<file path="src/rtl/vidctl_pkg.sv">
package vidctl_pkg;
  localparam int BYTE_W = 8;

  typedef enum logic [2:0] {
    ST_IDLE, ST_ADDR, ST_SUB, ST_WR, ST_RD, ST_WAIT
  } i2c_st_e;

  // Address pin mirrored into two positions of the 7-bit address
  function automatic logic [6:0] slave_addr(input logic sel);
    return {sel, 1'b1, sel, 4'b0000};
  endfunction

  // Power-on values: gain-mode bit in reg 0, gamma midpoint in reg 6
  function automatic logic [BYTE_W-1:0] ctl_reset_val(input int idx);
    if (idx == 0) return 8'h01;
    if (idx == 6) return 8'h20;
    return 8'h00;
  endfunction

  function automatic logic [BYTE_W-1:0] status_pack(input logic cf,
                                                     input logic [2:0] id,
                                                     input logic pdd);
    return {3'b000, cf, id, pdd};
  endfunction
endpackage

</file>
<file path="src/rtl/i2c_line_sampler.sv">
module i2c_line_sampler (
  input  logic clk,
  input  logic rst_n,
  input  logic scl_i,
  input  logic sda_i,
  output logic sda_s,
  output logic scl_rise,
  output logic scl_fall,
  output logic start_det,
  output logic stop_det
);
  logic [2:0] scl_p, sda_p;

  always_ff @(posedge clk or negedge rst_n) begin
    if (!rst_n) begin
      scl_p <= 3'b111;
      sda_p <= 3'b111;
    end else begin
      scl_p <= {scl_p[1:0], scl_i};
      sda_p <= {sda_p[1:0], sda_i};
    end
  end

  assign sda_s     = sda_p[1];
  assign scl_rise  = scl_p[1] & ~scl_p[2];
  assign scl_fall  = ~scl_p[1] & scl_p[2];
  assign start_det = scl_p[1] & scl_p[2] & sda_p[2] & ~sda_p[1];
  assign stop_det  = scl_p[1] & scl_p[2] & ~sda_p[2] & sda_p[1];
endmodule

</file>
<file path="src/rtl/i2c_frame_fsm.sv">
module i2c_frame_fsm
  import vidctl_pkg::*;
#(
  parameter int NUM_CTL = 11
) (
  input  logic        clk,
  input  logic        rst_n,
  input  logic        scl_rise,
  input  logic        scl_fall,
  input  logic        start_det,
  input  logic        stop_det,
  input  logic        sda_s,
  input  logic        addr_sel,
  input  logic [7:0]  tx_byte,
  output logic [7:0]  tx_idx,
  output logic        tx_load,
  output logic        tx_acked,
  output logic [7:0]  rd_ptr,
  output logic        wr_en,
  output logic [7:0]  wr_idx,
  output logic [7:0]  wr_data,
  output logic        sda_low
);
  localparam logic [7:0] LAST_CTL = 8'(NUM_CTL - 1);

  i2c_st_e    state;
  logic [3:0] cnt;
  logic [6:0] shreg;
  logic [7:0] txreg, ptr, rptr;
  logic       ack_en, rw, mack;

  logic [7:0] byte_in;
  logic       active, byte_end, ack_rise, frame_end, rd_start, rd_next;
  logic [2:0] bit_sel;

  assign byte_in   = {shreg, sda_s};
  assign active    = (state == ST_ADDR) || (state == ST_SUB) ||
                     (state == ST_WR) || (state == ST_RD);
  assign byte_end  = active && scl_rise && (cnt == 4'd7);
  assign ack_rise  = active && scl_rise && (cnt == 4'd8);
  assign frame_end = active && scl_fall && (cnt == 4'd9);
  assign rd_start  = frame_end && (state == ST_ADDR) && ack_en && rw;
  assign rd_next   = frame_end && (state == ST_RD) && mack;
  assign bit_sel   = 3'(4'd7 - cnt);

  assign tx_load  = rd_start | rd_next;
  assign tx_idx   = rd_start ? 8'h00 : ((rptr == 8'hFF) ? 8'hFF : rptr + 8'd1);
  assign tx_acked = ack_rise && (state == ST_RD);
  assign rd_ptr   = rptr;
  assign wr_en    = byte_end && (state == ST_WR) && (ptr <= LAST_CTL);
  assign wr_idx   = ptr;
  assign wr_data  = byte_in;

  always_ff @(posedge clk or negedge rst_n) begin
    if (!rst_n) begin
      state <= ST_IDLE; cnt <= '0; shreg <= '0; txreg <= '0;
      ptr <= '0; rptr <= '0; ack_en <= 1'b0; rw <= 1'b0;
      mack <= 1'b0; sda_low <= 1'b0;
    end else if (start_det) begin
      state <= ST_ADDR; cnt <= '0; sda_low <= 1'b0;
    end else if (stop_det) begin
      state <= ST_IDLE; sda_low <= 1'b0;
    end else if (active && scl_rise) begin
      cnt   <= cnt + 4'd1;
      shreg <= byte_in[6:0];
      if (byte_end) begin
        case (state)
          ST_ADDR: begin
            ack_en <= (byte_in[7:1] == slave_addr(addr_sel));
            rw     <= byte_in[0];
          end
          ST_SUB:  begin ptr <= byte_in; ack_en <= 1'b1; end
          ST_WR:   ack_en <= 1'b1;
          default: ack_en <= 1'b0;
        endcase
      end
      if (ack_rise) mack <= ~sda_s;
    end else if (active && scl_fall) begin
      if (cnt == 4'd8) begin
        sda_low <= (state == ST_RD) ? 1'b0 : ack_en;
      end else if (cnt == 4'd9) begin
        cnt     <= '0;
        sda_low <= 1'b0;
        case (state)
          ST_ADDR: begin
            if (!ack_en) state <= ST_WAIT;
            else if (rw) begin
              state <= ST_RD; rptr <= 8'h00;
              txreg <= tx_byte; sda_low <= ~tx_byte[7];
            end else state <= ST_SUB;
          end
          ST_SUB: state <= ST_WR;
          ST_WR:  if (ptr != 8'hFF) ptr <= ptr + 8'd1;
          ST_RD: begin
            if (mack) begin
              rptr <= tx_idx; txreg <= tx_byte; sda_low <= ~tx_byte[7];
            end else state <= ST_WAIT;
          end
          default: state <= ST_WAIT;
        endcase
      end else if (state == ST_RD) begin
        sda_low <= ~txreg[bit_sel];
      end
    end
  end

  // outside a live frame the data line is never pulled
  assert_quiet_idle_R1: assert property (@(posedge clk) disable iff (!rst_n)
    ((state == ST_IDLE) || (state == ST_WAIT)) |-> !sda_low);
  // frame counter never passes the acknowledge clock
  assert_cnt_range_R3: assert property (@(posedge clk) disable iff (!rst_n)
    cnt <= 4'd9);
  // a read frame always opens on the status byte
  assert_rd_from_zero_R5: assert property (@(posedge clk) disable iff (!rst_n)
    ((state == ST_RD) && ($past(state) != ST_RD)) |-> (rptr == 8'h00));
endmodule

</file>
<file path="src/rtl/ctl_regfile.sv">
module ctl_regfile
  import vidctl_pkg::*;
#(
  parameter int NUM_CTL = 11
) (
  input  logic                       clk,
  input  logic                       rst_n,
  input  logic                       wr_en,
  input  logic [7:0]                 wr_idx,
  input  logic [7:0]                 wr_data,
  output logic [NUM_CTL*BYTE_W-1:0]  ctl_flat
);
  for (genvar i = 0; i < NUM_CTL; i++) begin : g_reg
    always_ff @(posedge clk or negedge rst_n) begin
      if (!rst_n) ctl_flat[i*BYTE_W +: BYTE_W] <= ctl_reset_val(i);
      else if (wr_en && (wr_idx == 8'(i))) ctl_flat[i*BYTE_W +: BYTE_W] <= wr_data;
    end
  end

  // the frame engine never issues a write outside the register range
  assert_wr_range_R4: assert property (@(posedge clk) disable iff (!rst_n)
    wr_en |-> (wr_idx < 8'(NUM_CTL)));
endmodule

</file>
<file path="src/rtl/status_flags.sv">
module status_flags
  import vidctl_pkg::*;
(
  input  logic       clk,
  input  logic       rst_n,
  input  logic       chg_ev,
  input  logic       pwr_ev,
  input  logic [2:0] ident,
  input  logic       snap_load,
  input  logic       snap_clr,
  input  logic       retrace_line,
  output logic [7:0] status_byte,
  output logic       change_n
);
  logic cf, pdd, late_cf, late_pd;
  logic pend, showing, rl_q;

  always_ff @(posedge clk or negedge rst_n) begin
    if (!rst_n) begin
      cf <= 1'b0; pdd <= 1'b0; late_cf <= 1'b0; late_pd <= 1'b0;
    end else begin
      late_cf <= snap_load ? chg_ev : (late_cf | chg_ev);
      late_pd <= snap_load ? pwr_ev : (late_pd | pwr_ev);
      cf  <= snap_clr ? (late_cf | chg_ev) : (cf | chg_ev);
      pdd <= snap_clr ? (late_pd | pwr_ev) : (pdd | pwr_ev);
    end
  end

  always_ff @(posedge clk or negedge rst_n) begin
    if (!rst_n) begin
      pend <= 1'b0; showing <= 1'b0; rl_q <= 1'b0;
    end else begin
      rl_q <= retrace_line;
      if (retrace_line && !rl_q) begin
        showing <= pend;
        pend    <= chg_ev;
      end else begin
        if (!retrace_line && rl_q) showing <= 1'b0;
        if (chg_ev) pend <= 1'b1;
      end
    end
  end

  assign status_byte = status_pack(cf, ident, pdd);
  assign change_n    = ~showing;

  // an event always leaves its flag set on the next cycle
  assert_ev_sets_R7: assert property (@(posedge clk) disable iff (!rst_n)
    chg_ev |=> cf);
  // a read with no fresh event clears the change flag
  assert_clr_R7: assert property (@(posedge clk) disable iff (!rst_n)
    (snap_clr && !chg_ev && !late_cf) |=> !cf);
  // the indicator is only low inside a retrace line
  assert_pin_window_R9: assert property (@(posedge clk) disable iff (!rst_n)
    !change_n |-> $past(retrace_line));
endmodule

</file>
<file path="src/rtl/vidctl_i2c_regs.sv">
module vidctl_i2c_regs
  import vidctl_pkg::*;
#(
  parameter int NUM_CTL  = 11,
  parameter int NUM_MEAS = 4
) (
  input  logic                       clk,
  input  logic                       rst_n,
  input  logic                       scl_i,
  input  logic                       sda_i,
  output logic                       sda_drive_low_o,
  input  logic                       addr_sel_i,
  input  logic                       pic_change_i,
  input  logic                       supply_fail_i,
  input  logic [2:0]                 ident_i,
  input  logic [NUM_MEAS*BYTE_W-1:0] meas_flat_i,
  input  logic                       retrace_line_i,
  output logic [NUM_CTL*BYTE_W-1:0]  ctl_flat_o,
  output logic                       change_n_o
);
  logic       sda_s, scl_rise, scl_fall, start_det, stop_det;
  logic [7:0] tx_byte, tx_idx, rd_ptr, wr_idx, wr_data, status_byte;
  logic       tx_load, tx_acked, wr_en;
  logic       snap_load, snap_clr;

  i2c_line_sampler u_samp (
    .clk(clk), .rst_n(rst_n), .scl_i(scl_i), .sda_i(sda_i), .sda_s(sda_s),
    .scl_rise(scl_rise), .scl_fall(scl_fall),
    .start_det(start_det), .stop_det(stop_det));

  i2c_frame_fsm #(.NUM_CTL(NUM_CTL)) u_fsm (
    .clk(clk), .rst_n(rst_n), .scl_rise(scl_rise), .scl_fall(scl_fall),
    .start_det(start_det), .stop_det(stop_det), .sda_s(sda_s),
    .addr_sel(addr_sel_i), .tx_byte(tx_byte), .tx_idx(tx_idx),
    .tx_load(tx_load), .tx_acked(tx_acked), .rd_ptr(rd_ptr),
    .wr_en(wr_en), .wr_idx(wr_idx), .wr_data(wr_data),
    .sda_low(sda_drive_low_o));

  ctl_regfile #(.NUM_CTL(NUM_CTL)) u_regs (
    .clk(clk), .rst_n(rst_n), .wr_en(wr_en), .wr_idx(wr_idx),
    .wr_data(wr_data), .ctl_flat(ctl_flat_o));

  assign snap_load = tx_load && (tx_idx == 8'h00);
  assign snap_clr  = tx_acked && (rd_ptr == 8'h00);

  status_flags u_stat (
    .clk(clk), .rst_n(rst_n), .chg_ev(pic_change_i), .pwr_ev(supply_fail_i),
    .ident(ident_i), .snap_load(snap_load), .snap_clr(snap_clr),
    .retrace_line(retrace_line_i), .status_byte(status_byte),
    .change_n(change_n_o));

  always_comb begin
    tx_byte = 8'h00;
    if (tx_idx == 8'h00) tx_byte = status_byte;
    for (int k = 1; k <= NUM_MEAS; k++)
      if (tx_idx == 8'(k)) tx_byte = meas_flat_i[(k-1)*BYTE_W +: BYTE_W];
  end
endmodule

</file>
<file path="config.mk">
export PLATFORM = sky130hd
export DESIGN_NAME = vidctl_i2c_regs
export DESIGN_NICKNAME = d
export VERILOG_FILES = /design/src/rtl/vidctl_pkg.sv /design/src/rtl/i2c_line_sampler.sv /design/src/rtl/i2c_frame_fsm.sv /design/src/rtl/ctl_regfile.sv /design/src/rtl/status_flags.sv /design/src/rtl/vidctl_i2c_regs.sv
export SDC_FILE = /design/constraint.sdc
export NUM_CORES = 1
export LEC_CHECK = 0
export BUFFER_PORTS_ARGS = -buffer_cell sky130_fd_sc_hd__buf_2
export CELL_PAD_IN_SITES_DETAIL_PLACEMENT = 0
export CELL_PAD_IN_SITES_GLOBAL_PLACEMENT = 1
export CORE_ASPECT_RATIO = 1.25
export CORE_MARGIN = 1
export CORE_UTILIZATION = 25
export CTS_CLUSTER_DIAMETER = 200
export CTS_CLUSTER_SIZE = 25
export DETAILED_ROUTE_END_ITERATION = 6
export PLACE_DENSITY_LB_ADDON = 0.1
export SKIP_CTS_REPAIR_TIMING = 1
export SYNTH_ARGS = -nofsm -noshare
export SYNTH_HDL_FRONTEND = slang
export SYNTH_HIERARCHICAL = 1
export SYNTH_SLANG_ARGS = --single-unit
</file>
<file path="constraint.sdc">
create_clock -name clk -period 4.06 [get_ports clk]
set_input_delay 0.609 -clock clk [delete_from_list [all_inputs] [get_ports clk]]
set_output_delay 0.609 -clock clk [all_outputs]
set_load 0.005 [all_outputs]
</file>
==> impl_metrics.env <==
export IMPL_core_mm2=0.0277
export IMPL_cap_violations=0
export IMPL_grt_overflow=0
export IMPL_htree_levels=4
export IMPL_max_freq_mhz=316
export IMPL_synth_area_per_cell_um2=11.9
export IMPL_cp_required_ns=4.35
export IMPL_grt_use_total_pct=14.8
export IMPL_async_reset_ff_share_pct=100
export IMPL_wl_per_cell_um=19.0
export IMPL_tightest_slew_ns=1.05
export IMPL_wirelength_um=20400
export IMPL_cp_start_kind="flip-flop"
export IMPL_grt_max_degree=85
export IMPL_slew_headroom_pct=29.8
export IMPL_via_count=5221
export IMPL_die_y_um=190
export IMPL_place_ws_ns=0.896
export IMPL_synth_enable_flop_cells=0
export IMPL_clk_latency_ns=0.42
export IMPL_dp_final_hpwl_um=14400
export IMPL_worst_slack_ns=0.892
export IMPL_viasPerCell=4.85
export IMPL_crit_type="flip-flop to flip-flop"
export IMPL_nets=763
export IMPL_initial_core_util_pct=25.5
export IMPL_cts_root_buf="clkbuf_16"
export IMPL_min_period_over_period_pct=78.0
export IMPL_seq_area_frac_synth_pct=50.8
export IMPL_layout_drive_gt1_share_pct=43.4
export IMPL_die_width_um=152
export IMPL_arrival_ns=3.46
export IMPL_placed_area_mm2=0.00798
export IMPL_dieArea_mm2=0.0289
export IMPL_fin_crit_ns=3.17
export IMPL_io_buffers=132
export IMPL_antenna_found_initial=0
export IMPL_ir_drop_mv=0.202
export IMPL_gp_congestion=0.899
export IMPL_cts_buffers=17
export IMPL_leakage_nw=4.20
export IMPL_cts_reportedPaths_clkPinSlew_ns=0.06
export IMPL_syn_inst=593
export IMPL_yosysUniqueCellTypes=70
export IMPL_slew_violations=0
export IMPL_drc=11
export IMPL_syn_area_mm2=0.00706
export IMPL_power_density_mw_per_mm2=422
export IMPL_violations="DRC"
export IMPL_seqCellArea_mm2=0.00359
export IMPL_multi_input_area_mm2=0.00315
export IMPL_outcome="complete, but fails checks"
export IMPL_cts_sinks=143
export IMPL_rsz0062_at_grt="false"
export IMPL_power_total_w=0.00360
export IMPL_yosysWarnings=6
export IMPL_cp_end_kind="flip-flop"
export IMPL_final_cell_area_mm2=0.00853
export IMPL_first_global_vias=5534
export IMPL_antenna_cells=0
export IMPL_setup_tns_ns=0
export IMPL_rows=68
export IMPL_drt_pass1_iter_count=7
export IMPL_synth_seq_cells=143
export IMPL_fillCellCount=2874
export IMPL_final_antenna_net_count=0
export IMPL_areaGrowthSynthToFinish_pct=20.8
export IMPL_clk_path_buf_depth=2
export IMPL_fin_skew_ns=0.0112
export IMPL_layout_commonest_cell="dfrtp_1"
export IMPL_grt_pass1_wl_um=32900
export IMPL_drtIter0Drc=286
export IMPL_io_pins=133
export IMPL_setup_violations=0
export IMPL_hold_path_class="input pin to async pin"
export IMPL_hold_viol=0
export IMPL_final_cell_mix="135 x dfrtp_1, 131 x buf_2, 107 x mux2_2"
export IMPL_cts_tree="done"
export IMPL_synth_ff_type="dfrtp_1"
export IMPL_path_max_fanout=14
## worst max-delay path, stage by stage, from the launching register on
cell and delay [ns]:
dfrtp_1 0.64, or3_1 0.28, nand4_1 0.25, nor3_1 0.27
buf_4 0.18, a21oi_1 0.06, nor2_2 0.35, and3_1 0.37
a32oi_1 0.10, a21oi_1 0.26, o31ai_1 0.10, nand4_1 0.10
o21ai_0 0.08
## metrics by stage
| step | cells | hold WS (ns) | util [%] |
|---|---|---|---|
| 6_report | 1076 | 0.249 | 30.9 |
| 5_1_grt | 1076 | 0.268 | 30.9 |
| 4_1_cts | 1076 | 0.274 | 30.9 |
| 3_5_place_dp | 1044 | 0.351 | 28.9 |
| 3_3_place_gp | 1044 | 0.350 | 28.9 |
| 2_1_floorplan | 595 | 0.313 | - |
## cells in the mapped netlist, drive strengths merged, types with 3 or more instances
library cell,instances,area share [%]
mux2,108,17
ha,7,1.2
nor2,16,0.89
nand4,8,1.0
o21ai,32,2.3
nor4,5,0.53
buf,27,2.8
a31oi,6,0.53
nand2,23,1.3
a21o,3,0.32
o22ai,5,0.44
inv,20,1.1
and3b,3,0.37
nor3,18,1.4
or3,4,0.35
a21oi,28,2.0
nand3,22,2.3
a211oi,3,0.32
dfstp,8,3.0
dfrtp,135,48
clkbuf,14,0.76
and3,12,1.1
a211o,11,1.4
a2bb2oi,6,0.74
xnor2,3,0.37
nand3b,7,0.80
a32oi,8,0.99
nor2b,16,1.4
mux2i,3,0.43
## area by class of cell
cell class,instances,share of cell area (%)
Timing Repair Buffer,140,8.52
Multi-Input combinational cell,391,37.0
Inverter,20,0.880
Clock buffer,19,5.07
Clock inverter,13,1.35
Sequential cell,143,42.1
Tap cell,350,5.13
## power breakdown
group / internal, W / total (W) / leakage, nW / switching [W]
combinational: 0.000149 / 0.000328 / 2.01 / 0.000179
sequential: 0.00150 / 0.00180 / 1.92 / 0.000299
clock: 0.000844 / 0.00147 / 0.271 / 0.000627
## layer usage
metal	global-route usage (%)	share of wire (%)
met2	25.9	50
met3	4.72	6.6
met4	4.59	1.3
met5	0	0
met1	17.2	42
## path summary, 6_finish.rpt
check	startpoint	endpoint	slack, ns	cells past startpoint
setup / recovery	u_fsm/state[1]	u_fsm/sda_low	0.89	12
hold / removal	rst_n	u_stat/late_cf	0.25	1
setup reg to reg	u_fsm/state[1]	u_fsm/sda_low	0.89	12
hold reg to reg	u_samp/sda_p[0]	u_samp/sda_p[1]	0.36	0
max in group asynchronous	rst_n	u_stat/rl_q	2.79	2
min in group clk	scl_i	u_samp/scl_p[0]	0.29	1
## registers in the layout, summed over array words and instances (netlist names)
signal / flops
u_regs/ctl_flat: 88
u_fsm/rd_ptr: 8
u_fsm/txreg: 8
u_fsm/wr_idx: 8
u_fsm/shreg: 7
u_fsm/cnt: 4
u_fsm/state: 3
u_samp/scl_p: 3
u_samp/sda_p: 3
u_fsm/ack_en: 1
u_fsm/mack: 1
u_fsm/rw: 1
u_fsm/sda_low: 1
u_stat/cf: 1
u_stat/late_cf: 1
u_stat/late_pd: 1
u_stat/pdd: 1
u_stat/pend: 1
u_stat/rl_q: 1
u_stat/showing: 1
## cells by family after synthesis
kind of cell / synth area share [%]
and+or+nand+nor: 13.4
DFF: 50.8
AOI/OAI and AO/OA: 11.0
muxes: 18.3
buffers and inverters: 4.66
adders and majority gates: 1.24
xor gates and xnor gates: 0.496
other: 0.0531
Note: power is estimated with default switching activity, not from simulation.
